<file path="src/rtl/wbs_pkg.sv">
package wbs_pkg;

    typedef enum logic [2:0] {
        ST_IDLE  = 3'd0,
        ST_SEND  = 3'd1,
        ST_WAIT  = 3'd2,
        ST_CHECK = 3'd3,
        ST_PARK  = 3'd4
    } wbs_state_e;

endpackage

</file>
<file path="src/rtl/wbs_lane_counter.sv">
module wbs_lane_counter #(
    parameter int NUM_LANES = 16,
    localparam int IDX_W    = (NUM_LANES > 1) ? $clog2(NUM_LANES) : 1
) (
    input  logic             clk,
    input  logic             rst_n,
    input  logic             clr_i,
    input  logic             inc_i,
    output logic [IDX_W-1:0] idx_o,
    output logic             last_o
);

    logic [IDX_W-1:0] idx_d, idx_q;

    always_comb begin
        idx_d = idx_q;
        if (clr_i) begin
            idx_d = '0;
        end else if (inc_i) begin
            idx_d = idx_q + IDX_W'(1);
        end
    end

    always_ff @(posedge clk or negedge rst_n) begin
        if (!rst_n) begin
            idx_q <= '0;
        end else begin
            idx_q <= idx_d;
        end
    end

    assign idx_o  = idx_q;
    assign last_o = (idx_q == IDX_W'(NUM_LANES - 1));

endmodule

</file>
<file path="src/rtl/wbs_lane_select.sv">
module wbs_lane_select #(
    parameter int WORD_W = 128,
    parameter int BYTE_W = 8,
    localparam int NUM_LANES = WORD_W / BYTE_W,
    localparam int IDX_W     = (NUM_LANES > 1) ? $clog2(NUM_LANES) : 1,
    localparam int SLOTS     = 1 << IDX_W
) (
    input  logic [WORD_W-1:0] word_i,
    input  logic [IDX_W-1:0]  idx_i,
    output logic [BYTE_W-1:0] byte_o
);

    logic [BYTE_W-1:0] lanes [SLOTS];

    for (genvar g = 0; g < SLOTS; g++) begin : g_lane
        if (g < NUM_LANES) begin : g_used
            assign lanes[g] = word_i[g*BYTE_W +: BYTE_W];
        end else begin : g_pad
            assign lanes[g] = '0;
        end
    end

    assign byte_o = lanes[idx_i];

endmodule

</file>
<file path="src/rtl/word_byte_serializer.sv">
module word_byte_serializer #(
    parameter int WORD_W = 128,
    parameter int BYTE_W = 8
) (
    input  logic              clk,
    input  logic              rst_n,
    input  logic              req_i,
    output logic              ack_o,
    input  logic [WORD_W-1:0] word_i,
    output logic [BYTE_W-1:0] byte_o,
    output logic              start_o,
    input  logic              tx_done_i
);
    import wbs_pkg::*;

    localparam int NUM_BYTES = WORD_W / BYTE_W;
    localparam int IDX_W     = (NUM_BYTES > 1) ? $clog2(NUM_BYTES) : 1;

    typedef struct packed {
        wbs_state_e        state;
        logic [WORD_W-1:0] word;
        logic              ack;
    } ser_regs_t;

    ser_regs_t        regs_d, regs_q;
    logic             cnt_clr, cnt_inc, cnt_last;
    logic [IDX_W-1:0] cnt_idx;

    always_comb begin
        regs_d     = regs_q;
        regs_d.ack = 1'b0;
        cnt_clr    = 1'b0;
        cnt_inc    = 1'b0;
        unique case (regs_q.state)
            ST_IDLE: begin
                if (req_i) begin
                    regs_d.word  = word_i;
                    regs_d.ack   = 1'b1;
                    regs_d.state = ST_SEND;
                    cnt_clr      = 1'b1;
                end
            end
            ST_SEND: begin
                regs_d.state = ST_WAIT;
            end
            ST_WAIT: begin
                if (tx_done_i) begin
                    regs_d.state = ST_CHECK;
                end
            end
            ST_CHECK: begin
                if (cnt_last) begin
                    regs_d.state = ST_PARK;
                end else begin
                    cnt_inc      = 1'b1;
                    regs_d.state = ST_SEND;
                end
            end
            ST_PARK: begin
                if (!req_i) begin
                    regs_d.state = ST_IDLE;
                end
            end
            default: begin
                regs_d.state = ST_IDLE;
            end
        endcase
    end

    always_ff @(posedge clk or negedge rst_n) begin
        if (!rst_n) begin
            regs_q.state <= ST_IDLE;
            regs_q.word  <= '0;
            regs_q.ack   <= 1'b0;
        end else begin
            regs_q <= regs_d;
        end
    end

    wbs_lane_counter #(
        .NUM_LANES (NUM_BYTES)
    ) u_cnt (
        .clk    (clk),
        .rst_n  (rst_n),
        .clr_i  (cnt_clr),
        .inc_i  (cnt_inc),
        .idx_o  (cnt_idx),
        .last_o (cnt_last)
    );

    wbs_lane_select #(
        .WORD_W (WORD_W),
        .BYTE_W (BYTE_W)
    ) u_sel (
        .word_i (regs_q.word),
        .idx_i  (cnt_idx),
        .byte_o (byte_o)
    );

    assign ack_o   = regs_q.ack;
    assign start_o = (regs_q.state == ST_SEND);

endmodule

</file>
<file path="config.mk">
export PLATFORM = sky130hd
export DESIGN_NAME = word_byte_serializer
export DESIGN_NICKNAME = d
export VERILOG_FILES = /design/src/rtl/wbs_pkg.sv /design/src/rtl/wbs_lane_counter.sv /design/src/rtl/wbs_lane_select.sv /design/src/rtl/word_byte_serializer.sv
export SDC_FILE = /design/constraint.sdc
export NUM_CORES = 1
export LEC_CHECK = 0
export BUFFER_PORTS_ARGS = -buffer_cell sky130_fd_sc_hd__buf_2
export CORE_MARGIN = 2
export CORE_UTILIZATION = 51
export CTS_BUF_LIST = sky130_fd_sc_hd__clkbuf_4 sky130_fd_sc_hd__clkbuf_8
export CTS_CLUSTER_SIZE = 10
export DETAILED_ROUTE_END_ITERATION = 6
export PLACE_DENSITY = 0.79
export SLEW_MARGIN = 0
export SYNTH_ARGS = -nofsm -noshare
export SYNTH_HDL_FRONTEND = slang
export SYNTH_SLANG_ARGS = --single-unit
</file>
<file path="constraint.sdc">
create_clock -name clk -period 1.7 [get_ports clk]
set_input_delay 0.34 -clock clk [delete_from_list [all_inputs] [get_ports clk]]
set_output_delay 0.34 -clock clk [all_outputs]
set_load 0.005 [all_outputs]
</file>
Yosys cells after proc, flatten, opt, wreduce, memory -nomap -nowiden
Cells that the tools add are included.
W data, S select, Z words.
{ "totals": {"ff_bits": 136, "in_bits": 132, "wordCells": 34} }
{ "op_classes": {"addsub": 1, "order_cmp": 1, "eq_ne": 8, "muxes": 15, "bitwise": 1, "reduce_logical": 4} }
{ "op_table": {"columns": ["operator", "n"], "rows": [
  ["$mux W132", 1],
  ["$bmux W8 S4", 1],
  ["$mux W8", 2],
  ["$pmux W3 S5", 1],
  ["$mux W3", 3],
  ["$mux W4", 2],
  ["$eq A3 B2 Y1 const B", 2],
  ["$ne A2 B2 Y1 const B", 3],
  ["$ge A5 B5 Y1 const B", 1],
  ["$mux W1", 5],
  ["$not A4 Y5", 1],
  ["$add A4 B1 Y4 const B", 1],
  ["$eq A4 B4 Y1 const B", 1],
  ["$eq A3 B1 Y1 const B", 1],
  ["$eq A3 B3 Y1 const B", 1],
  ["$logic_not A3 Y1", 1],
  ["$reduce_and A3 Y1", 1],
  ["$reduce_and A2 Y1", 1],
  ["$reduce_bool A2 Y1", 1]
]} }

Logic depth before layout (Yosys ltp)
{ "logic_depth": {"ltp_word": 5, "mapped_depth": 7} }

Cells and area by module
Synthesis repeated with hierarchy kept, for this count alone.
{ "hier_totals": {"hier_cells": 376, "hier_area_um2": 6701.4} }
{ "modules_own_cells": {"columns": ["mod", "n_inst", "cells_per_inst", "area_each_um2", "seq_area_each_um2"], "rows": [
  ["word_byte_serializer", 1, 289, 5469.0, 3303.2],
  ["wbs_lane_select", 1, 70, 1033.5, 0.0],
  ["wbs_lane_counter", 1, 17, 198.9, 100.1]
]} }

Worst setup path before layout
OpenSTA, ideal clock, no wires.
{ "synth_path": {"path_type": "reg-to-output", "from": "register u_cnt.idx_q[0] (netlist: u_cnt.idx_o[0])", "to": "output byte_o[0]", "arrival_time_ps": 1421, "t_required_ps": 1360, "slack_ps": -61, "path_stages_with_launch": 6, "cell_sequence": "dfrtp_1 -> buf_2 -> buf_4 -> mux4_2 -> a22oi_1 -> nand2_1"} }
{ "synth_between": {"elab_chain_len": 4} }
{ "synth_lines": {"columns": ["element", "line", "rtl"], "rows": [
  ["start: declaration", "wbs_lane_counter.sv:13", "logic [IDX_W-1:0] idx_d, idx_q;"],
  ["start signal: assignment", "wbs_lane_counter.sv:28", "idx_q <= idx_d;"],
  ["$not A4 Y5 (not written as such)", "wbs_lane_select.sv:23", "assign byte_o = lanes[idx_i];"],
  ["$bmux W8 S4", "wbs_lane_select.sv:23", null],
  ["$mux W8 (not written as such) (2 in series)", "wbs_lane_select.sv:23", null],
  ["end: declaration", "word_byte_serializer.sv:10", "output logic [BYTE_W-1:0] byte_o,"]
]} }
No other way between the ends. The select of a mux whose other input is x is not followed.

Worst setup path in the final report
{ "layout_path": {"from": "register u_cnt.idx_q[0] (netlist: u_cnt.idx_o[0])", "to": "output byte_o[3]"} }
Same word-level chain as after synthesis.

==> results.yml <==
outcome:
  outcome: "complete, but fails checks"
  violations: "negative setup slack"
yosys:
  ys_async_sr_fraction: 1.00
  ys_ff_latch: 136
  netlist_area_um2: 6540
  syn_inst: 412
  yosys_warnings: 0
  synth_edf_count: 0
  synth.top_cells.by_area: "dfrtp_1 52%, mux2_4 15%, mux2_2 11%"
  yosysTopAreaCell: "dfrtp_1"
  synth-main-ff-cell: "dfrtp_1"
  post-synth-top-count-cell: "dfrtp_1"
  synth_nets: 545
  synthTopCellsByCount: "136 x dfrtp_1, 65 x mux2_4, 63 x mux2_2"
  synth_area_per_cell_um2: 15.9
  synth_top_area_frac: 0.520
  synth.distinct_cells: 32
  synth-seq-area-share: 0.520
critical_path:
  crit_chain: "buf_16, mux2i_2, a221oi_2, a22oi_1, nand2_1, buf_2"
  worst_path_max_delay_cell: "dfrtp_4"
  startpoint_type: "flip-flop"
  endpoint_kind: "output pin"
  slowest_delay_ns: 0.57
  required_ns: 1.36
  cp.arrival_ns: 2.13
  cp_max_fo: 8
  criticalPathCategory: "flip-flop to output pin"
placed_design:
  place_area_um2: 7520
  hpwl_um: 11200
  dp.cells: 721
  gp_congestion: 0.824
  portBuffers: 141
die:
  die_y_um: 117
  dieArea_um2: 13700
  rows: 41
  ioPinCount: 142
  start_util: 0.520
  fp.dieW_um: 117
  coreArea_um2: 12600
cts:
  cts.sinks: 136
  htree_levels: 4
  cts_tree: "yes"
  cts_root_buffer: "clkbuf_8"
  numCtsBuffers: 17
  insertion_delay_ns: 0.43
  clk_path_buf_depth: 2
  clkTransAtPathRegs_ns: 0.08
timing:
  fin_tns_setup_ns: -5.89
  finalMaxSlewViolations: 0
  period_needed_ns: 2.47
  finalHoldViolations: 0
  worstMarginPinSlew_ns: 0.443
  setup_viol: 10
  period_share: 1.45
  setup_ws_ns: -0.771
  max_freq_mhz: 405
  rsz0062_at_grt: "true"
  fin_skew_ns: 0.0124
  slew-limit-headroom: 0.704
drt:
  ant_nets: 0
  drc: 0
  wl_per_cell_um: 21.7
  dr_total_vias: 4297
  wirelength_um: 16700
  vias_per_cell: 5.57
  drtPass1Iterations: 4
  drt_iter0_drc: 304
power:
  switchingPower_uw: 5260
  p_seq_frac: 0.381
  power_uw: 15900
  vdd_ir_drop_max_uv: 810
  leakage_uw: 0.00385
  p_sw_frac: 0.330
  p_clk_frac: 0.152
  p_int_uw: 10700
  powerDensity_nw_per_um2: 1910
  pwr-share-comb: 0.467
grt:
  grt.total_usage: 0.247
  grt_max_degree: 44
  globalRouteOverflowTotal: 0
  antenna_found_initial: 0
  grt_pass1_vias: 4508
  grt_pass1_wl_um: 24800
cells_and_area:
  instances_no_fill: 772
  fill_cells: 836
  antennaDiodeCount: 0
  synthToLayoutAreaGrowth_pct: 27.5
  multi_input_comb_area_um2: 2980
  drive_above_1_share: 0.650
  finalNetCount: 721
  final_util: 0.664
  design_area_um2: 8340
  regArea_um2: 3410
min_path:
  hold_path.class: "primary input to flip-flop"
run:
  max_cap_viol_count: 0
-- cell type report --
class,instances,area share
clock inverters,7,0.00510
flip-flops and latches,136,0.409
clock buffers,24,0.0388
well taps,172,0.0258
repair buffers,187,0.164
multi-input cells,245,0.357
inverters,1,0.000450
-- routing by layer --
metal,share of wire,GRT usage,vias to the layer above
met5,0,0,-
met4,0.020,0.0871,0
met3,0.066,0.0669,22
met2,0.48,0.374,167
met1,0.43,0.346,2223
li1,-,-,1885
-- power groups by stage --
| stage | clock network, µW | logic (µW) | registers [µW] |
|---|---|---|---|
| global placement | 0 | 6270 | 5970 |
| CTS | 2470 | 6890 | 5960 |
| finish | 2430 | 7440 | 6070 |
| detailed placement | 0 | 6460 | 5990 |
| global route | 2640 | 7920 | 6220 |
| floorplan | 0 | 5200 | 5500 |
-- kinds of logic after synthesis --
group / Yosys count / share of synthesized area
buf+inv: 31 / 0.0476
xor+xnor: 3 / 0.00402
mux: 177 / 0.363
compound gates: 37 / 0.0417
simple gates: 27 / 0.0210
flops: 136 / 0.520
fa+ha+maj: 1 / 0.00191
-- layout by cell type, fill, tap and decap left out, types with 2 or more instances in the layout --
| cell type | instances |
|---|---|
| dfrtp_1 | 134 |
| mux2i_1 | 32 |
| o21ai_1 | 3 |
| mux2_2 | 63 |
| nand2_1 | 10 |
| buf_16 | 4 |
| a221oi_2 | 15 |
| mux2_4 | 65 |
| clkinv_2 | 4 |
| buf_12 | 10 |
| buf_2 | 140 |
| nor2_1 | 5 |
| clkbuf_8 | 23 |
| clkinvlp_4 | 3 |
| a21oi_1 | 2 |
| xnor2_1 | 3 |
| buf_4 | 22 |
| o21ai_0 | 6 |
| a22oi_1 | 4 |
| a22oi_2 | 4 |
| clkbuf_16 | 5 |
| buf_6 | 4 |
| mux4_2 | 16 |
-- final timing paths --
path	endpoint	slack, ns	depth (start not counted)	startpoint
min in group asynchronous	regs_q[94]	0.41	2	rst_n
setup / recovery	byte_o[3]	-0.77	6	u_cnt.idx_o[0]
hold reg to reg	regs_q[114]	0.51	1	regs_q[114]
setup reg to reg	u_cnt.idx_o[3]	-0.07	7	u_cnt.idx_o[0]
max in group asynchronous	ack_o	0.69	3	rst_n
hold / removal	regs_q[79]	0.13	2	word_i[78]
-- stage by stage --
stage | worst slack, ns | hold WS [ns]
floorplan | 0.00112 | 0.0444
global placement | -0.264 | 0.296
detailed placement | -0.291 | 0.294
CTS | -0.736 | 0.105
global route | -0.845 | 0.106
finish | -0.771 | 0.128
-- flip-flops by register name (all words and copies together) (netlist names) --
| signal | count |
|---|---|
| ack_o | 1 |
| regs_q | 131 |
| u_cnt.idx_o | 4 |
-- critical path: cells and delay by family (launching register included) --
family / cells / cell delay [ns]
flip-flops: 1 / 0.57
AO/OA/AOI/OAI: 2 / 0.49
buffers and inverters: 2 / 0.32
multiplexers: 1 / 0.17
AND/OR/NAND/NOR: 1 / 0.15
-- repair_timing --
item | CTS | global route
hold buffers | 1 | 0
cloned | 3 | 5
gates resized for setup | 12 | 24
pin swaps | 6 | 4
endpoints found under the hold margin | 39 | 0
setup endpoints to repair | 63 | 84
buffers inserted | 7 | 5
(Power assumes the default switching activity.)
